`src/rtl/lcd_seq_pkg.sv`:
```
package lcd_seq_pkg;

   typedef enum logic [3:0] {
      X_IDLE, X_WR_HI, X_WAIT_GAP, X_WR_LO, X_WAIT_SET,
      X_RD_HI, X_CAP_HI, X_RD_LO, X_CAP_LO, X_FIN
   } xfer_st_e;

   typedef enum logic [2:0] {
      P_PWR, P_CFG, P_ADDR, P_TEXT, P_IDLE
   } phase_e;

   localparam logic [7:0] CMD_DISP_OFF = 8'h08;
   localparam logic [7:0] CMD_DISP_ON  = 8'h0C;
   localparam logic [7:0] CMD_DDRAM    = 8'h80;

   localparam int          LINE0_LEN  = 9;
   localparam logic [71:0] LINE0_TEXT = "READY LCD";
   localparam int          LINE1_LEN  = 48;

   function automatic int max_int(input int a, input int b);
      return (a > b) ? a : b;
   endfunction

   // bring-up nibbles: three function-set resets, then the 4-bit switch
   function automatic logic [3:0] pwr_nibble(input int step);
      return (step < 3) ? 4'h3 : 4'h2;
   endfunction

   // configuration list; the order is part of the display's contract
   function automatic logic [7:0] cfg_byte(input int step);
      case (step)
         0:       return 8'h28;   // 4-bit bus, two lines, small font
         1:       return 8'h0C;   // display on, cursor hidden
         2:       return 8'h06;   // auto-increment address
         3:       return 8'h01;   // clear
         default: return 8'h02;   // home
      endcase
   endfunction

   // string source; 0 marks the end of a line
   function automatic logic [7:0] text_char(input logic line_sel, input int col);
      logic [7:0] ch;
      ch = 8'h00;
      if (!line_sel) begin
         if (col < LINE0_LEN)
            ch = LINE0_TEXT[8*(LINE0_LEN-1-col) +: 8];
      end else begin
         if (col < LINE1_LEN)
            ch = 8'h41 + 8'(col % 26);
      end
      return ch;
   endfunction

endpackage

```
`src/rtl/lcd_us_tick.sv`:
```
module lcd_us_tick #(
   parameter int CLK_HZ = 50_000_000
) (
   input  logic clk,
   input  logic rst_n,
   output logic tick
);
   localparam int DIV = CLK_HZ / 1_000_000;

   if (CLK_HZ % 1_000_000 != 0 || DIV < 1) begin : g_bad_clk
      $error("lcd_us_tick: CLK_HZ must be a whole number of MHz");
   end

   if (DIV == 1) begin : g_every_cycle
      assign tick = 1'b1;
   end else begin : g_divider
      localparam int CW = $clog2(DIV);
      logic [CW-1:0] cnt;
      always_ff @(posedge clk) begin
         if (!rst_n)                   cnt <= '0;
         else if (cnt == CW'(DIV - 1)) cnt <= '0;
         else                          cnt <= cnt + 1'b1;
      end
      assign tick = (cnt == CW'(DIV - 1));

      assert_tick_period_R2: assert property (@(posedge clk) disable iff (!rst_n)
         tick |=> !tick);
   end

endmodule

```
`src/rtl/lcd_us_timer.sv`:
```
module lcd_us_timer #(
   parameter int TW = 13
) (
   input  logic          clk,
   input  logic          rst_n,
   input  logic          tick,
   input  logic          load,
   input  logic [TW-1:0] load_val,
   output logic          expired
);
   logic [TW-1:0] cnt;

   always_ff @(posedge clk) begin
      if (!rst_n)                  cnt <= '0;
      else if (load)               cnt <= load_val;
      else if (tick && cnt != '0)  cnt <= cnt - 1'b1;
   end

   assign expired = (cnt == '0) && !load;

   // a running wait only counts down, never restarts by itself
   assert_count_down_R3: assert property (@(posedge clk) disable iff (!rst_n)
      (!load && cnt != '0) |=> (cnt <= $past(cnt)));

endmodule

```
`src/rtl/lcd_nibble_xfer.sv`:
```
module lcd_nibble_xfer
   import lcd_seq_pkg::*;
#(
   parameter int GAP_US    = 10,
   parameter int SETTLE_US = 100,
   parameter int MAX_POLLS = 50,
   parameter int TW        = 13
) (
   input  logic          clk,
   input  logic          rst_n,
   input  logic          tick,
   input  logic          start,
   input  logic          single,
   input  logic          rs,
   input  logic [7:0]    byte_in,
   input  logic [TW-1:0] post_us,
   input  logic [3:0]    nib_rd_data,
   output logic          nib_stb,
   output logic          nib_rs,
   output logic          nib_rd,
   output logic [3:0]    nib_wr_data,
   output logic          done,
   output logic          tmo
);
   localparam int PW = $clog2(MAX_POLLS + 1);

   if (MAX_POLLS < 1 || GAP_US < 1 || SETTLE_US < 1) begin : g_bad_cfg
      $error("lcd_nibble_xfer: counts must be at least 1");
   end
   if (GAP_US >= (1 << TW) || SETTLE_US >= (1 << TW)) begin : g_bad_tw
      $error("lcd_nibble_xfer: TW too narrow for the waits");
   end

   xfer_st_e      state;
   logic [7:0]    data_q;
   logic          rs_q;
   logic          single_q;
   logic [TW-1:0] post_q;
   logic [3:0]    hi_q;
   logic [PW-1:0] polls;
   logic          tmo_q;
   logic          t_load;
   logic [TW-1:0] t_val;
   logic          t_exp;
   logic [PW-1:0] polls_n;
   logic          unused_status;

   lcd_us_timer #(.TW(TW)) u_timer (
      .clk(clk), .rst_n(rst_n), .tick(tick),
      .load(t_load), .load_val(t_val), .expired(t_exp)
   );

   always_comb begin
      t_load = 1'b0;
      t_val  = '0;
      if (state == X_WR_HI) begin
         t_load = 1'b1;
         t_val  = single_q ? post_q : TW'(GAP_US);
      end else if (state == X_WR_LO) begin
         t_load = 1'b1;
         t_val  = TW'(SETTLE_US);
      end
   end

   assign polls_n = polls + 1'b1;

   always_ff @(posedge clk) begin
      if (!rst_n) begin
         state    <= X_IDLE;
         data_q   <= '0;
         rs_q     <= 1'b0;
         single_q <= 1'b0;
         post_q   <= '0;
         hi_q     <= '0;
         polls    <= '0;
         tmo_q    <= 1'b0;
      end else begin
         case (state)
            X_IDLE: if (start) begin
               data_q   <= byte_in;
               rs_q     <= rs;
               single_q <= single;
               post_q   <= post_us;
               polls    <= '0;
               tmo_q    <= 1'b0;
               state    <= X_WR_HI;
            end
            X_WR_HI:    state <= X_WAIT_GAP;
            X_WAIT_GAP: if (t_exp) state <= single_q ? X_FIN : X_WR_LO;
            X_WR_LO:    state <= X_WAIT_SET;
            X_WAIT_SET: if (t_exp) state <= X_RD_HI;
            X_RD_HI:    state <= X_CAP_HI;
            X_CAP_HI: begin
               hi_q  <= nib_rd_data;
               state <= X_RD_LO;
            end
            X_RD_LO:    state <= X_CAP_LO;
            X_CAP_LO: begin
               polls <= polls_n;
               // busy flag = bit 7 of {hi, lo} = bit 3 of the first nibble
               if (!hi_q[3]) begin
                  state <= X_FIN;
               end else if (polls_n == PW'(MAX_POLLS)) begin
                  tmo_q <= 1'b1;
                  state <= X_FIN;
               end else begin
                  state <= X_RD_HI;
               end
            end
            X_FIN:      state <= X_IDLE;
            default:    state <= X_IDLE;
         endcase
      end
   end

   assign unused_status = ^{hi_q[2:0], nib_rd_data[2:0]};

   assign nib_stb     = (state == X_WR_HI) || (state == X_WR_LO) ||
                        (state == X_RD_HI) || (state == X_RD_LO);
   assign nib_rd      = (state == X_RD_HI) || (state == X_RD_LO);
   assign nib_rs      = nib_rd ? 1'b0 : rs_q;
   assign nib_wr_data = (state == X_WR_LO) ? data_q[3:0] :
                        (state == X_WR_HI) ? data_q[7:4] : 4'h0;
   assign done        = (state == X_FIN);
   assign tmo         = done && tmo_q;

   assert_polls_bounded_R6: assert property (@(posedge clk) disable iff (!rst_n)
      polls <= PW'(MAX_POLLS));
   assert_low_after_gap_R3: assert property (@(posedge clk) disable iff (!rst_n)
      (state == X_WR_LO) |-> $past(t_exp));
   assert_read_is_status_R5: assert property (@(posedge clk) disable iff (!rst_n)
      nib_rd |-> (nib_stb && !nib_rs));
   assert_strobe_single_R3: assert property (@(posedge clk) disable iff (!rst_n)
      nib_stb |=> !nib_stb);

endmodule

```
`src/rtl/lcd_bringup_seq.sv`:
```
module lcd_bringup_seq
   import lcd_seq_pkg::*;
#(
   parameter int         CLK_HZ     = 50_000_000,
   parameter int         POWER_US   = 5000,
   parameter int         STEP_US    = 100,
   parameter int         GAP_US     = 10,
   parameter int         SETTLE_US  = 100,
   parameter int         MAX_POLLS  = 50,
   parameter int         MAX_COLS   = 40,
   parameter logic [6:0] LINE1_ADDR = 7'h28
) (
   input  logic       clk,
   input  logic       rst_n,
   input  logic       sleep_req,
   input  logic       wake_req,
   input  logic [3:0] nib_rd_data,
   output logic       nib_stb,
   output logic       nib_rs,
   output logic       nib_rd,
   output logic [3:0] nib_wr_data,
   output logic       done,
   output logic       busy_err
);
   localparam int LONGEST = max_int(max_int(POWER_US, STEP_US), max_int(GAP_US, SETTLE_US));
   localparam int TW      = $clog2(LONGEST + 1);
   localparam int IW      = $clog2(MAX_COLS + 1) < 3 ? 3 : $clog2(MAX_COLS + 1);

   if (MAX_COLS < 1 || MAX_COLS > 80) begin : g_bad_cols
      $error("lcd_bringup_seq: MAX_COLS out of range");
   end

   phase_e        phase;
   logic [IW-1:0] idx_q;
   logic          line_q;
   logic          waiting;
   logic          sleep_pend;
   logic          wake_pend;
   logic          done_q;
   logic          err_q;

   logic          tick;
   logic          x_start;
   logic          x_single;
   logic          x_rs;
   logic [7:0]    x_byte;
   logic [TW-1:0] x_post;
   logic          x_done;
   logic          x_tmo;
   logic [7:0]    text_ch;
   logic          text_end;
   logic          req_any;

   lcd_us_tick #(.CLK_HZ(CLK_HZ)) u_tick (
      .clk(clk), .rst_n(rst_n), .tick(tick)
   );

   lcd_nibble_xfer #(
      .GAP_US(GAP_US), .SETTLE_US(SETTLE_US), .MAX_POLLS(MAX_POLLS), .TW(TW)
   ) u_xfer (
      .clk(clk), .rst_n(rst_n), .tick(tick),
      .start(x_start), .single(x_single), .rs(x_rs), .byte_in(x_byte),
      .post_us(x_post), .nib_rd_data(nib_rd_data),
      .nib_stb(nib_stb), .nib_rs(nib_rs), .nib_rd(nib_rd),
      .nib_wr_data(nib_wr_data), .done(x_done), .tmo(x_tmo)
   );

   assign text_ch  = text_char(line_q, int'(idx_q));
   assign text_end = (text_ch == 8'h00) || (idx_q == IW'(MAX_COLS));
   assign req_any  = sleep_pend || wake_pend;

   always_comb begin
      x_start  = 1'b0;
      x_single = 1'b0;
      x_rs     = 1'b0;
      x_byte   = 8'h00;
      x_post   = TW'(STEP_US);
      case (phase)
         P_PWR: begin
            x_single = 1'b1;
            x_byte   = {pwr_nibble(int'(idx_q)), 4'h0};
            x_post   = (idx_q == '0) ? TW'(POWER_US) : TW'(STEP_US);
            x_start  = !waiting;
         end
         P_CFG: begin
            x_byte  = cfg_byte(int'(idx_q));
            x_start = !waiting;
         end
         P_ADDR: begin
            x_byte  = CMD_DDRAM | {1'b0, (line_q ? LINE1_ADDR : 7'h00)};
            x_start = !waiting;
         end
         P_TEXT: begin
            x_rs    = 1'b1;
            x_byte  = text_ch;
            x_start = !waiting && !text_end;
         end
         default: begin
            x_byte  = wake_pend ? CMD_DISP_ON : CMD_DISP_OFF;
            x_start = !waiting && req_any;
         end
      endcase
   end

   always_ff @(posedge clk) begin
      if (!rst_n) begin
         phase   <= P_PWR;
         idx_q   <= '0;
         line_q  <= 1'b0;
         waiting <= 1'b0;
         done_q  <= 1'b0;
         err_q   <= 1'b0;
      end else begin
         if (x_tmo) err_q <= 1'b1;
         if (x_start) waiting <= 1'b1;
         if (x_done) begin
            waiting <= 1'b0;
            case (phase)
               P_PWR: begin
                  if (idx_q == IW'(3)) begin phase <= P_CFG; idx_q <= '0; end
                  else idx_q <= idx_q + 1'b1;
               end
               P_CFG: begin
                  if (idx_q == IW'(4)) begin phase <= P_ADDR; line_q <= 1'b0; end
                  else idx_q <= idx_q + 1'b1;
               end
               P_ADDR: begin phase <= P_TEXT; idx_q <= '0; end
               P_TEXT: idx_q <= idx_q + 1'b1;
               default: ;
            endcase
         end else if (phase == P_TEXT && !waiting && text_end) begin
            if (!line_q) begin
               line_q <= 1'b1;
               phase  <= P_ADDR;
            end else begin
               phase  <= P_IDLE;
               done_q <= 1'b1;
            end
         end
      end
   end

   // request holding: issue clears, a later request of the other kind replaces,
   // a wake in the same cycle as a sleep wins
   always_ff @(posedge clk) begin
      if (!rst_n) begin
         sleep_pend <= 1'b0;
         wake_pend  <= 1'b0;
      end else begin
         if (phase == P_IDLE && !waiting && req_any) begin
            sleep_pend <= 1'b0;
            wake_pend  <= 1'b0;
         end
         if (sleep_req) begin
            sleep_pend <= 1'b1;
            wake_pend  <= 1'b0;
         end
         if (wake_req) begin
            wake_pend  <= 1'b1;
            sleep_pend <= 1'b0;
         end
      end
   end

   assign done     = done_q;
   assign busy_err = err_q;

   assert_err_cause_R6: assert property (@(posedge clk) disable iff (!rst_n)
      $rose(busy_err) |-> $past(x_tmo));
   assert_done_sticky_R9: assert property (@(posedge clk) disable iff (!rst_n)
      done |=> done);
   assert_cmd_phase_R2: assert property (@(posedge clk) disable iff (!rst_n)
      (nib_stb && (phase == P_PWR || phase == P_CFG || phase == P_ADDR)) |-> !nib_rs);
   assert_pend_exclusive_R11: assert property (@(posedge clk) disable iff (!rst_n)
      !(sleep_pend && wake_pend));
   assert_req_after_done_R10: assert property (@(posedge clk) disable iff (!rst_n)
      (phase == P_IDLE) |-> done);

endmodule

```
`config.mk`:
```
export PLATFORM = sky130hd
export DESIGN_NAME = lcd_bringup_seq
export DESIGN_NICKNAME = d
export VERILOG_FILES = /design/src/rtl/lcd_seq_pkg.sv /design/src/rtl/lcd_us_tick.sv /design/src/rtl/lcd_us_timer.sv /design/src/rtl/lcd_nibble_xfer.sv /design/src/rtl/lcd_bringup_seq.sv
export SDC_FILE = /design/constraint.sdc
export NUM_CORES = 1
export LEC_CHECK = 0
export BUFFER_PORTS_ARGS = -buffer_cell sky130_fd_sc_hd__buf_2
export CAP_MARGIN = 20
export CELL_PAD_IN_SITES_DETAIL_PLACEMENT = 0
export CELL_PAD_IN_SITES_GLOBAL_PLACEMENT = 1
export CORE_MARGIN = 2
export CORE_UTILIZATION = 51
export CTS_CLUSTER_SIZE = 30
export DETAILED_ROUTE_END_ITERATION = 10
export PLACE_DENSITY_LB_ADDON = 0.1
export SKIP_LAST_GASP = 1
export SLEW_MARGIN = 10
export SYNTH_ARGS = -nofsm -noshare
export SYNTH_HDL_FRONTEND = slang
export SYNTH_HIERARCHICAL = 1
export SYNTH_SLANG_ARGS = --single-unit
```
`constraint.sdc`:
```
create_clock -name clk -period 12.3 [get_ports clk]
set_input_delay 1.23 -clock clk [delete_from_list [all_inputs] [get_ports clk]]
set_output_delay 1.23 -clock clk [all_outputs]
set_load 0.01 [all_outputs]
```
After elaboration in Yosys (flattened, before gate mapping)
Cells that the tools add are included.
{ "totals": {"ff_bits": 72, "inputBits": 8, "output_inout_bits": 9, "word_cells": 157} }
{ "op_classes": {"n_addsub": 6, "div_mod_pow": 1, "magnitude_cmp": 3, "eq_ne": 31, "shift": 1, "muxes": 53, "bitwise_logic": 2, "n_reduce_logical": 42} }
{ "ops": {"columns": ["cell", "count"], "rows": [
  ["13-bit two-way mux", 6],
  ["72-bit by 10-bit variable part select with 8-bit output, first input constant", 1],
  ["6-bit one-hot mux with 4 select lines", 2],
  ["4-bit one-hot mux with 9 select lines", 1],
  ["7-bit by 6-bit remainder unit with 32-bit output, second input constant", 1],
  ["4-bit two-way mux", 8],
  ["8-bit one-hot mux with 4 select lines", 1],
  ["6-bit two-way mux", 4],
  ["8-bit two-way mux", 3],
  ["6-bit by 1-bit adder with 6-bit output, second input constant", 3],
  ["6-bit equality test, second input constant", 3],
  ["3-bit two-way mux", 6],
  ["1-bit two-way mux", 17],
  ["4-bit by 3-bit equality test with 1-bit output, second input constant", 4],
  ["13-bit logical NOT", 1],
  ["13-bit nonzero test", 1],
  ["13-bit by 1-bit subtractor with 13-bit output, second input constant", 1],
  ["6-bit by 2-bit equality test with 1-bit output, second input constant", 2],
  ["6-bit one-hot mux with 2 select lines", 1],
  ["3-bit AND reduction", 4],
  ["2-bit by 1-bit inequality test with 1-bit output, second input constant", 5],
  ["1-bit logical AND", 9],
  ["3-bit one-hot mux with 3 select lines", 1],
  ["7-bit by 8-bit adder with 8-bit output, first input constant", 1],
  ["other kinds (31)", 53]
]} }

Depth between registers and ports, before layout
Gate-level depths: netlist of the first run.
{ "depth": {"ltp_word": 11, "depth_mapped": 24, "mapped_depth_nobuf": 20} }

Hierarchy
The synthesis of the first run kept the hierarchy.
{ "modules_own_cells": {"columns": ["mod", "instances", "cells_each", "area_per_inst_um2", "seq_area_each_um2"], "rows": [
  ["lcd_bringup_seq", 1, 262, 1878.1, 300.3],
  ["lcd_nibble_xfer", 1, 227, 1803.0, 700.7],
  ["lcd_us_timer", 1, 108, 902.1, 260.2],
  ["lcd_us_tick", 1, 28, 279.0, 120.1]
]} }

Worst setup path after synthesis of the first run
Ideal clock, no wire load.
{ "synth_timing": {"path_type": "register -> register", "startpoint": "reg idx_q[1]", "endpoint": "reg u_xfer.state[3]", "setup_ns": 0.060, "arrival_time_ns": 3.952, "required_ns": 12.240, "setup_slack_ns": 8.289, "path_stages_with_launch": 22, "n_path_buf": 2, "period_less_slack_ns": 4.011, "cell_sequence": "dfxtp_1 > clkbuf_1 > inv_1 > ha_1 > a211oi_2 > o21ai_0 > a21o_1 > nand2_1 > a31oi_1 > ha_1 > buf_1 > nor3_1 > nand2b_1 > a21oi_1 > nor4_1 > nand3_2 > nand3_1 > nor2_1 > or3b_2 > a31oi_1 > a21o_1 > o311a_1"} }
{ "synth_via": {"elab_chain_len": 11, "word_cells_on_any_way": 17, "cone_classes": "2 x add/sub; 1 x div; 2 x order compare; 2 x eq/ne; 1 x shift; 4 x mux; 5 x reduce/logical"} }
{ "synth_rtl": {"columns": ["item", "line", "rtl"], "rows": [
  ["from (decl)", "lcd_bringup_seq.sv:34", "logic [IW-1:0] idx_q;"],
  ["from (signal assigned)", "lcd_bringup_seq.sv:121", "else idx_q <= idx_q + 1'b1;"],
  ["from (signal assigned)", "lcd_bringup_seq.sv:125", "else idx_q <= idx_q + 1'b1;"],
  ["from (signal assigned)", "lcd_bringup_seq.sv:128", "P_TEXT: idx_q <= idx_q + 1'b1;"],
  ["7-bit by 6-bit remainder unit with 32-bit output or 4-bit by 6-bit subtractor with 7-bit output (tied branches)", "lcd_seq_pkg.sv:49, lcd_seq_pkg.sv:46", null],
  ["7-bit by 8-bit adder with 8-bit output or 72-bit by 10-bit variable part select with 8-bit output (tied branches)", "lcd_seq_pkg.sv:49, lcd_seq_pkg.sv:46", null],
  ["8-bit two-way mux, on equally long branches", "lcd_seq_pkg.sv:48, lcd_seq_pkg.sv:45", null],
  ["8-bit two-way mux", "lcd_seq_pkg.sv:44", "if (!line_sel) begin"],
  ["8-bit logical NOT", "lcd_bringup_seq.sv:69", "assign text_end = (text_ch == 8'h00) || (idx_q == IW'(MAX_COLS));"],
  ["1-bit logical OR *", "lcd_bringup_seq.sv:69", null],
  ["1-bit logical NOT *", "lcd_bringup_seq.sv:96", "x_start = !waiting && !text_end;"],
  ["1-bit logical AND *", "lcd_bringup_seq.sv:96", null],
  ["1-bit one-hot mux with 2 select lines *", "lcd_bringup_seq.sv:78", "case (phase)"],
  ["via x_start", "lcd_bringup_seq.sv:43", "logic x_start;"],
  ["2-bit by 1-bit inequality test with 1-bit output (no line) *", null, null],
  ["3-bit AND reduction (no line) *", null, null],
  ["to (signal assigned)", "lcd_nibble_xfer.sv:89", "X_WAIT_GAP: if (t_exp) state <= single_q ? X_FIN : X_WR_LO;"],
  ["to (decl)", "lcd_nibble_xfer.sv:34", "xfer_st_e state;"]
]} }
Mark *: on every way through the listed nets, which the timed path passes. The rest lies on a longest branch.
A chain may end at the register's enable or synchronous reset.

Worst setup path in the final report of the first run
{ "layout_timing": {"startpoint": "reg idx_q[1]", "endpoint": "reg u_xfer.data_q[0]"} }
{ "layout_via": {"elab_chain_len": 10, "word_cells_on_any_way": 22, "cone_classes": "2 x add/sub; 1 x div; 2 x order compare; 4 x eq/ne; 1 x shift; 6 x mux; 6 x reduce/logical"} }
{ "layout_rtl": {"columns": ["item", "line", "rtl"], "rows": [
  ["7-bit by 6-bit remainder unit with 32-bit output or 4-bit by 6-bit subtractor with 7-bit output (tied branches)", "lcd_seq_pkg.sv:49, lcd_seq_pkg.sv:46", null],
  ["7-bit by 8-bit adder with 8-bit output or 72-bit by 10-bit variable part select with 8-bit output (tied branches)", "lcd_seq_pkg.sv:49, lcd_seq_pkg.sv:46", null],
  ["8-bit two-way mux, on equally long branches", "lcd_seq_pkg.sv:48, lcd_seq_pkg.sv:45", null],
  ["8-bit two-way mux", "lcd_seq_pkg.sv:44", null],
  ["8-bit logical NOT", "lcd_bringup_seq.sv:69", null],
  ["1-bit logical OR *", "lcd_bringup_seq.sv:69", null],
  ["1-bit logical NOT *", "lcd_bringup_seq.sv:96", null],
  ["1-bit logical AND *", "lcd_bringup_seq.sv:96", null],
  ["1-bit one-hot mux with 2 select lines *", "lcd_bringup_seq.sv:78", null],
  ["via x_start", "lcd_bringup_seq.sv:43", null],
  ["2-bit AND reduction (no line) *", null, null],
  ["to (signal assigned)", "lcd_nibble_xfer.sv:80", "data_q <= byte_in;"],
  ["to (decl)", "lcd_nibble_xfer.sv:35", "logic [7:0] data_q;"]
]} }
Marked as above.

==> results by group, run 1 <==
Status
  – Run status: complete, no violations

Worst setup path
  – R2r setup slk: 6.91 ns
  – R2r worst-path depth: 19
  – WP data required: about 13 ns
  – Worst reg2reg path startpoint: idx_q[1]
  – Crit path DAT: 5.65 ns
  – CP max FO: 24
  – Worst Setup Start Kind: flip-flop
  – Setup crit end kind: flip-flop
  – Reg-to-Reg End: u_xfer/data_q[0]
  – WS Path Type: flip-flop to flip-flop

Detailed routing
  – Detailed Route Iter0 Violations: 169
  – Final ANT Viol Nets: 0
  – Detail Route met3 WL: ~550 um
  – WL final: between 10000 and 15000 um
  – DRT met1 WL: 5370 um
  – Number of iterations in the first detailed-routing pass: 5
  – Vias per inst: 5.86
  – Top layer in use: met4
  – DR DRC count: 0
  – Vias after detailed routing: 4392
  – DR WL/cell: 15.6 um
  – Met2 WL post-DR: 5540 um

Clocking
  – Worst-path clk slew: around 0.080 ns
  – Postcts setup bufs: 0
  – Clock insertion delay at the later pin of the skew report: 0.35 ns
  – CTS Hold Buffers Added: 0
  – H-tree depth: 3
  – TritonCTS clock tree: done
  – Post-cts resize count: 0
  – Root Buffer: clkbuf_8
  – Maximum clock path buffer count: 2
  – Num CTS Buffers: 9
  – CTS sink cnt: 69

STA
  – # setup viols final: 0
  – Final Hold Vio Count: 0
  – Setup_tns: 0 ns
  – Final worst-path cycle share: 0.438
  – Slew HR: 0.331
  – Worst slew pin tran: 1.00 ns
  – Max Fclk: 186 MHz
  – Slew Viols, Final: 0
  – Clk_skew: 0.0152 ns
  – Min Tclk post-route: approximately 5.4 ns
  – WHS: 0.458 ns
  – RSZ-0062 raised after global routing: false

Final layout
  – Most frequent cells in the layout: 82 x nand2_1, 69 x dfxtp_1, 54 x nor2_1
  – N_diodes: 0
  – Nets@finish: approximately 640
  – Most common library cell in the layout ignoring fill and taps: nand2_1
  – Area Growth Syn to Fin: 5.82%
  – Share of layout cells above drive strength 1: 0.0935
  – Flip-flop and latch area: 1380 sq um
  – Area of the multi-input gates: 3200 sq um
  – Fillers: 896

Place
  – IO Port Bufs: 13
  – Placed wire-length estimate: roughly 8200 um
  – RD Place Congestion: 0.891

Global routing
  – Antenna violations before repair: 0
  – Vias in the first global route: 3979
  – Gr usage total: 0.236
  – Gr ovfl total: 0
  – First-pass GRT wire length: 19600 um
  – Pin count of the biggest net entering global routing: 62

Hold path
  – HP Start: u_xfer/post_q[6]
  – Hold path cells: 2
  – Hold Path Class: flip-flop to flip-flop
  – Hold endpoint: u_xfer/post_q[6]

Die
  – Die width: 102 um
  – Std-Cell Rows: 35
  – Die area: roughly 10000 sq um
  – Initial Util: 0.526
  – # IOs: 17
  – Core Area: between 9000 and 10000 sq um
  – Die Y: 102 um

Synthesis
  – YS warnings: 6
  – Mapped Area: 4860 sq um
  – Post-synth EDFFs: 0
  – Syn avg cell area: about 8 sq um
  – Predominant post-synthesis flop cell: dfxtp_1
  – Distinct cells, synth: 80
  – Post-synthesis sequential area ratio: 0.284
  – Mapped Cells: 625
  – Seq cells post-synth: 69
  – Async set or reset register ratio after synthesis: 0

Power and ir drop
  – PD cells: around 160 nW/um^2
  – Max VDD drop: 86.5 uV
  – LEAKAGE: around 1.9 nW

Flow run
  – Max-cap violations: 0
-- flip-flops by register name (all words and copies together) (netlist names) --
signal	flops
u_xfer/hi_q	1
u_xfer/polls	6
waiting	1
u_xfer/tmo_q	1
sleep_pend	1
idx_q	6
u_xfer/post_q	13
u_xfer/single_q	1
phase	3
u_xfer/u_timer/cnt	13
u_xfer/rs_q	1
line_q	1
u_tick/g_divider.cnt	6
wake_pend	1
busy_err	1
done	1
u_xfer/data_q	8
u_xfer/state	4
-- stage by stage --
step	cells	cell area, sq um	total power [mW]	setup WS (ns)	utilization
floorplan	629	4880	0.578	8.29	-
global placement	734	4930	0.615	7.06	0.534
detailed placement	734	4930	0.623	7.02	0.534
CTS	749	5140	0.833	6.96	0.557
global route	749	5140	0.893	6.41	0.557
finish	749	5140	0.827	6.91	0.557
-- critical path: stages (launching register included) --
cell and delay, ns:
dfxtp_1 0.73, inv_1 0.29, ha_1 0.47, a211oi_2 0.43, o21ai_0 0.17, a21o_1 0.23
nand2_1 0.07, a31oi_1 0.09, ha_1 0.31, inv_1 0.11, nor2_1 0.04, mux2i_1 0.15
nor3_1 0.06, nor4_1 0.58, nand3_2 0.27, nand3_1 0.15, nor2_1 0.11, nand3b_1 0.73
nand2_1 0.13, a21boi_0 0.19
-- area by class of cell --
cell class | instances | share of cell area
Multi-Input combinational cell | 493 | 0.622
Sequential cell | 69 | 0.268
Tap cell | 129 | 0.0314
Clock buffer | 11 | 0.0275
Inverter | 27 | 0.0197
Timing Repair Buffer | 16 | 0.0170
Clock inverter | 4 | 0.0141
-- worst max-delay path by stage --
stage	slack, ns	startpoint	end
CTS	6.96	idx_q[1]	u_xfer/data_q[0]
floorplan	8.29	idx_q[1]	u_xfer/state[3]
finish	6.91	idx_q[1]	u_xfer/data_q[0]
global route	6.41	idx_q[1]	u_xfer/post_q[11]
detailed placement	7.02	idx_q[1]	u_xfer/data_q[0]
global placement	7.06	idx_q[1]	u_xfer/post_q[0]
-- synthesized netlist by cell type, drive strengths merged (2+ instances only) --
| cell | number | share of area |
|---|---|---|
| inv | 26 | 0.020 |
| a211o | 2 | 0.0036 |
| nand2 | 83 | 0.065 |
| ha | 18 | 0.046 |
| a32oi | 3 | 0.0054 |
| and3 | 4 | 0.0051 |
| xnor2 | 16 | 0.029 |
| nor2 | 54 | 0.042 |
| and3b | 2 | 0.0036 |
| a41oi | 3 | 0.0054 |
| nor3 | 22 | 0.026 |
| or3b | 2 | 0.0036 |
| nand3 | 17 | 0.019 |
| a31oi | 13 | 0.020 |
| mux2 | 3 | 0.0069 |
| o31ai | 7 | 0.011 |
| nand4 | 8 | 0.010 |
| a21o | 7 | 0.011 |
| xor2 | 6 | 0.011 |
| o21a | 9 | 0.014 |
| o221a | 3 | 0.0069 |
| nand4b | 3 | 0.0054 |
| nand3b | 7 | 0.011 |
| a211oi | 9 | 0.016 |
| nor4 | 10 | 0.015 |
| a22oi | 3 | 0.0046 |
| nor2b | 12 | 0.015 |
| nor3b | 5 | 0.0087 |
| a21boi | 27 | 0.042 |
| and2 | 15 | 0.019 |
| o211ai | 2 | 0.0031 |
| nand2b | 12 | 0.015 |
| or4b | 2 | 0.0041 |
| a21oi | 31 | 0.033 |
| buf | 21 | 0.025 |
| o22ai | 5 | 0.0077 |
| clkbuf | 19 | 0.015 |
| or4 | 2 | 0.0031 |
| or3 | 4 | 0.0051 |
| dfxtp | 69 | 0.28 |
| o31a | 2 | 0.0036 |
| o311ai | 5 | 0.0090 |
| mux2i | 11 | 0.023 |
| o21ai | 22 | 0.023 |
-- routing by layer --
metal,vias up,track usage
met5,-,0
met4,0,0.0894
met3,17,0.0428
met2,102,0.385
met1,2063,0.311
li1,2210,-
-- where the power goes --
part / internal (mW) / switching [mW] / total (mW)
clock: 0.119 / 0.0901 / 0.209
combinational: 0.122 / 0.204 / 0.325
sequential: 0.255 / 0.0379 / 0.293
-- logic make-up after synthesis --
group                    after synthesis  share of synthesized area
AND/OR/NAND/NOR                      269                      0.290
AO/OA/AOI/OAI                        165                      0.249
flip-flops                            69                      0.284
buffers and inverters                 67                     0.0610
XOR/XNOR                              22                     0.0396
adder cells (fa/ha/maj)               18                     0.0463
multiplexers                          14                     0.0296
other                                  1                   0.000771
(Power assumes the default switching activity.)
==> inputs of run 2 (changes only) <==
--- a/config.mk
+++ b/config.mk
@@ -10,7 +10,7 @@
 export CELL_PAD_IN_SITES_DETAIL_PLACEMENT = 0
 export CELL_PAD_IN_SITES_GLOBAL_PLACEMENT = 1
 export CORE_MARGIN = 2
-export CORE_UTILIZATION = 51
+export CORE_UTILIZATION = 48
 export CTS_CLUSTER_SIZE = 30
 export DETAILED_ROUTE_END_ITERATION = 10
 export PLACE_DENSITY_LB_ADDON = 0.1
==> constraint.sdc (replaced) <==
create_clock -name clk -period 5.3 [get_ports clk]
set_input_delay 0.53 -clock clk [delete_from_list [all_inputs] [get_ports clk]]
set_output_delay 0.53 -clock clk [all_outputs]
set_load 0.01 [all_outputs]
==> results by group, run 2 (synthesis results as in run 1) <==
Worst setup path
  – Worst Setup Start Kind: flip-flop
  – CP max FO: 18
  – Critical path buffers and inverters: 2
  – WS Path Type: flip-flop to flip-flop
  – R2r setup slk: 0.62 ns
  – Most used cell, CP: nor2_1
  – CP cell instances: inv_1 -> ha_1 -> nand4bb_4 -> a221oi_4 -> nor2_1 -> a31oi_1 -> ha_1 -> inv_1 -> nor2_1 -> mux2i_1 -> nor3_1 -> nor4_1 -> nand3_2 -> nand3_1 -> nor2_1 -> or3b_2 -> a31oi_1 -> a21o_1 -> o311a_1
  – Crit path DAT: 4.97 ns
  – Setup crit end kind: flip-flop
  – Family with the most delay on the worst path: simple AND/OR/NAND/NOR gates
  – Slowest stage delay, CP: 0.73 ns
  – Reg-to-Reg End: u_xfer/state[3]
  – Slowest-stage cell, CP: dfxtp_1
  – WP data required: 5.59 ns
  – Worst reg2reg path startpoint: idx_q[3]
  – R2r worst-path depth: 19

STA
  – Setup_tns: 0 ns
  – Slew HR: 0.342
  – Max Fclk: 214 MHz
  – RSZ-0062 raised after global routing: false
  – Min Tclk post-route: 4.68 ns
  – Final worst-path cycle share: 0.884
  – Slew Viols, Final: 0
  – Clk_skew: 0.00839 ns
  – Worst slew pin tran: 0.984 ns
  – # setup viols final: 0
  – Final Hold Vio Count: 0
  – PnR worst setup slack: 0.617 ns

Global routing
  – Gr ovfl total: 0
  – Vias in the first global route: 4090
  – First-pass GRT wire length: 20000 um
  – GRT met1 Usage: 0.281
  – Pin count of the biggest net entering global routing: 62
  – Met3 usage in global routing: 0.0412
  – Met2 Use GR: 0.373
  – Antenna violations before repair: 0
  – GRT busiest layer: met2
  – Gr usage total: 0.219

Die
  – # IOs: 17
  – Core Area: a little under 10000 sq um
  – Std-Cell Rows: 36
  – Initial Util: 0.495
  – Die area: 11000 sq um
  – Die width: 105 um
  – Die Y: 105 um

Clocking
  – Worst-path clk slew: 0.07 ns
  – Postcts setup bufs: 0
  – CTS sink cnt: 69
  – TritonCTS clock tree: done
  – Maximum clock path buffer count: 2
  – Clock insertion delay at the later pin of the skew report: 0.34 ns
  – H-tree depth: 3
  – Post-cts resize count: 0
  – CTS Hold Buffers Added: 0
  – Num CTS Buffers: 9
  – Root Buffer: clkbuf_8

Place
  – IO Port Bufs: 13
  – Dpl ws: 0.695 ns
  – RD Place Congestion: ~0.91
  – DP Area: 5020 sq um
  – Placed wire-length estimate: between 8000 and 9000 um

Power and ir drop
  – Max VDD drop: 282 uV
  – LEAKAGE: 1.91 nW
  – Tot Pwr: 1.85 mW
  – PD cells: ~360 nW/um^2

Final layout
  – Top flop regs: u_xfer/post_q: 13 flops, u_xfer/u_timer/cnt: 13 flops, u_xfer/data_q: 8 flops
  – Area Growth Syn to Fin: 6.97%
  – N_diodes: 0
  – Share of layout cells above drive strength 1: 0.109
  – Nets@finish: 652
  – Most frequent cells in the layout: 82 x nand2_1, 69 x dfxtp_1, 54 x nor2_1
  – Post-Layout Inst Area: 5200 sq um
  – Most common library cell in the layout ignoring fill and taps: nand2_1
  – Final core utilization: 0.530

Detailed routing
  – Vias after detailed routing: roughly 4400
  – Number of iterations in the first detailed-routing pass: 5
  – Final ANT Viol Nets: 0
  – WL final: around 12000 um
  – DR WL/cell: 15.4 um
  – Vias per inst: 5.76
  – DR DRC count: 0
  – Detailed Route Iter0 Violations: 203

Flow run
  – Max-cap violations: 0

Hold path
  – Hold path cells: 2
  – Hold Path Class: input port to flip-flop
  – Hold endpoint: sleep_pend
  – HP Start: wake_req

Status
  – Run status: complete, no violations
run 2: cell types whose count changed in the layout (fill, tap and decap cells not counted):
cell and delta:
buf_12 +1, buf_4 +9, bufinv_16 -2, clkbuf_8 +1, clkinv_2 +2
run 2: layout make-up:
class	count	area, sq um
fill	1031	4620
inverter	27	101
timing repair buffer	26	175
tap	133	166
multi-input combinational	493	3200
clock inverter	4	22.5
sequential	69	1380
clock buffer	12	155
run 2: per-stage QoR:
| step | std cells | hold slack, ns |
|---|---|---|
| after floorplan | 629 | 0.430 |
| after global placement | 748 | 0.437 |
| after detailed placement | 748 | 0.445 |
| after CTS | 764 | 0.331 |
| after global routing | 764 | 0.351 |
| final | 764 | 0.361 |
run 2: report_power, final:
part	switching (mW)	internal, mW
Clock	0.195	0.193
Combinational	0.487	0.302
Sequential	0.0862	0.592
run 2: routing by layer:
layer  part of all wire  wire length, um
met2               0.49             5710
met5                  0                0
met1               0.47             5500
met3              0.028              329
met4              0.017              195
run 2: worst max path at each step:
stage | from | depth (start not counted) | end
global route | idx_q[3] | 19 | u_xfer/state[3]
finish | idx_q[3] | 19 | u_xfer/state[3]
CTS | idx_q[3] | 19 | u_xfer/state[3]
floorplan | idx_q[1] | 21 | u_xfer/state[3]
global placement | idx_q[3] | 19 | u_xfer/state[3]
detailed placement | idx_q[3] | 19 | u_xfer/state[3]
==> inputs of run 3 (changes only) <==
--- a/config.mk
+++ b/config.mk
@@ -10,7 +10,7 @@
 export CELL_PAD_IN_SITES_DETAIL_PLACEMENT = 0
 export CELL_PAD_IN_SITES_GLOBAL_PLACEMENT = 1
 export CORE_MARGIN = 2
-export CORE_UTILIZATION = 48
+export CORE_UTILIZATION = 46
 export CTS_CLUSTER_SIZE = 30
 export DETAILED_ROUTE_END_ITERATION = 10
 export PLACE_DENSITY_LB_ADDON = 0.1
@@ -18,5 +18,4 @@
 export SLEW_MARGIN = 10
 export SYNTH_ARGS = -nofsm -noshare
 export SYNTH_HDL_FRONTEND = slang
-export SYNTH_HIERARCHICAL = 1
 export SYNTH_SLANG_ARGS = --single-unit
==> results by group, run 3 <==
Status
  – Run status: complete, no violations

Worst setup path
  – WS Path Type: flip-flop to flip-flop
  – Worst reg2reg path startpoint: idx_q[1]
  – R2r setup slk: between 1 and 1.5 ns
  – CP max FO: 14
  – Worst Setup Start Kind: flip-flop
  – Crit path DAT: 4.25 ns
  – CP Launch Point: idx_q[1]
  – Slowest-stage cell, CP: dfxtp_1
  – WP data required: 5.54 ns
  – Most used cell, CP: ha_1
  – R2r worst-path depth: 13
  – CP cell instances: ha_1 -> and4bb_1 -> o21ba_2 -> o211ai_4 -> xnor2_1 -> ha_1 -> nand2_1 -> o21ai_0 -> o2bb2ai_1 -> nand4bb_1 -> nor4b_4 -> nor2_2 -> a41o_1
  – Slowest stage delay, CP: 0.66 ns
  – Setup crit end: u_xfer.single_q
  – Reg-to-Reg End: u_xfer.single_q
  – Setup crit end kind: flip-flop

Clocking
  – TritonCTS clock tree: done
  – Post-cts resize count: 0
  – Maximum clock path buffer count: 2
  – Num CTS Buffers: 9
  – Worst-path clk slew: 0.07 ns
  – Root Buffer: clkbuf_8
  – Postcts setup bufs: 0
  – H-tree depth: 3
  – CTS sink cnt: between 50 and 60
  – Clock insertion delay at the later pin of the skew report: 0.35 ns
  – CTS Hold Buffers Added: 0

Detailed routing
  – DR DRC count: 0
  – Final ANT Viol Nets: 0
  – DR WL/cell: 15.8 um
  – Detailed Route Iter0 Violations: between 150 and 200
  – Vias after detailed routing: 3619
  – Number of iterations in the first detailed-routing pass: 5
  – WL final: approximately 9700 um
  – Vias per inst: 5.88

Final layout
  – Nets@finish: approximately 530
  – Most frequent cells in the layout: 60 x nor2_1, 58 x dfxtp_1, 42 x nand2_1
  – N_diodes: 0
  – Share of layout cells above drive strength 1: 0.108
  – Max reg flops: 13
  – Final core utilization: 0.517
  – Biggest register: u_xfer.u_timer.cnt
  – Most common library cell in the layout ignoring fill and taps: nor2_1
  – Post-Layout Inst Area: 4250 sq um
  – Top flop regs: u_xfer.u_timer.cnt: 13 flops, u_xfer.data_q: 8 flops
  – Area Growth Syn to Fin: 8.68%

STA
  – Worst slew pin tran: 0.837 ns
  – Slew HR: 0.441
  – PnR worst setup slack: 1.29 ns
  – Max Fclk: ~250 MHz
  – Clk_skew: 0.0191 ns
  – RSZ-0062 raised after global routing: false
  – Final worst-path cycle share: 0.757
  – # setup viols final: 0
  – Slew Viols, Final: 0
  – Setup_tns: 0 ns
  – Min Tclk post-route: ~4 ns
  – Final Hold Vio Count: 0

Power and ir drop
  – PD cells: 335 nW/um^2
  – Max VDD drop: 145 uV
  – LEAKAGE: about 1.6 nW

Die
  – Die Y: 96.2 um
  – Std-Cell Rows: 33
  – Die area: 9250 sq um
  – Core Area: about 8200 sq um
  – Initial Util: 0.476
  – # IOs: 17
  – Die width: 96.2 um

Synthesis
  – YS warnings: 0
  – Distinct cells, synth: 76
  – Area share of the largest cell type after synthesis: 0.297
  – Post-Synthesis Net Count: between 500 and 600
  – Yosys top cell by area: dfxtp_1
  – Async set or reset register ratio after synthesis: 0
  – Most common cell in the netlist: nor2_1
  – Top area cells in the synthesized netlist: dfxtp_1 30%, nor2_1 5.8%, a21oi_1 4.5%
  – Post-synthesis sequential area ratio: 0.297
  – Most frequent cells after synthesis: 60 x nor2_1, 58 x dfxtp_1, 42 x nand2_1, 35 x a21oi_1
  – Syn avg cell area: slightly below 8 sq um
  – Predominant post-synthesis flop cell: dfxtp_1
  – Mapped Cells: 507
  – Mapped Area: ~3900 sq um
  – Seq cells post-synth: just under 60
  – Post-synth EDFFs: 0

Place
  – IO Port Bufs: 13
  – RD Place Congestion: between 0.8 and 0.9
  – Dpl ws: 1.29 ns
  – Placed wire-length estimate: 6950 um
  – DP Area: 4000 sq um

Global routing
  – First-pass GRT wire length: about 17000 um
  – GRT busiest layer: met2
  – Vias in the first global route: 3351
  – Met3 usage in global routing: 0.0439
  – Met2 Use GR: 0.370
  – Antenna violations before repair: 0
  – GRT met1 Usage: 0.310
  – Gr ovfl total: 0
  – Gr usage total: 0.229
  – Pin count of the biggest net entering global routing: 30

Hold path
  – Hold Path Class: input port to flip-flop

Flow run
  – Max-cap violations: 0
-- run 3: changes by cell type in the layout (fill, tap and decap cells not counted), moves of 8 or more --
cell and delta:
a21boi_1 -8, dfxtp_1 -11, nand3_1 +9, and2_1 -13
a21boi_0 -17, nor2b_1 -9, nand2_1 -40
-- run 3: cells by family (layout without fill, tap and decap cells) --
family,Yosys count,after routing,share of synthesized area
fa+ha+maj,12,12,0.0384
xor+xnor,28,28,0.0628
flops,58,58,0.297
buf+inv,52,56,0.0580
mux,12,12,0.0317
simple gates,210,210,0.278
compound gates,135,135,0.234
-- run 3: through the flow --
step / hold slack, ns / instances / total power, mW
2_1_floorplan: 0.428 / 507 / 0.837
3_3_place_gp: 0.438 / 600 / 0.911
3_5_place_dp: 0.440 / 600 / 0.916
6_report: 0.359 / 616 / 1.42
4_1_cts: 0.350 / 616 / 1.43
5_1_grt: 0.363 / 616 / 1.51
-- run 3: report_power, final --
group	internal [mW]	switching [mW]	leakage, nW	total, mW
registers	0.490	0.0659	0.472	0.556
logic	0.136	0.219	1.00	0.356
clock network	0.316	0.196	0.124	0.513
-- run 3: metal layers --
metal	wire length [um]	share of wire	vias to the layer above
met5	0	0	-
met4	104	0.011	0
met3	300	0.031	9
met2	4580	0.47	54
met1	4730	0.49	1710
li1	-	-	1846
-- run 3: how the worst min path moves through the flow --
stage / end / depth (start not counted) / start
2_1_floorplan: u_xfer.data_q[4] / 2 / u_xfer.data_q[4]
3_3_place_gp: u_xfer.data_q[4] / 2 / u_xfer.data_q[4]
3_5_place_dp: u_xfer.data_q[4] / 2 / u_xfer.data_q[4]
4_1_cts: sleep_pend / 2 / wake_req
5_1_grt: sleep_pend / 2 / wake_req
6_report: sleep_pend / 2 / wake_req
-- run 3: worst max-delay path: cells and delay by family, from the launching register on --
family / cells / cell delay [ns]
AND/OR/NAND/NOR: 5 / 1.39
AO/OA/AOI/OAI: 5 / 1.10
flip-flops: 1 / 0.66
adder cells (fa/ha/maj): 2 / 0.60
XOR/XNOR: 1 / 0.16
-- run 3: area by class of cell --
| cell class | count | area [sq um] |
|---|---|---|
| fillers | 843 | 3970 |
| multi-input cells | 397 | 2520 |
| clock inverters | 7 | 125 |
| repair buffers | 18 | 103 |
| well taps | 105 | 131 |
| clock buffers | 9 | 124 |
| flip-flops and latches | 58 | 1160 |
| inverters | 22 | 82.6 |
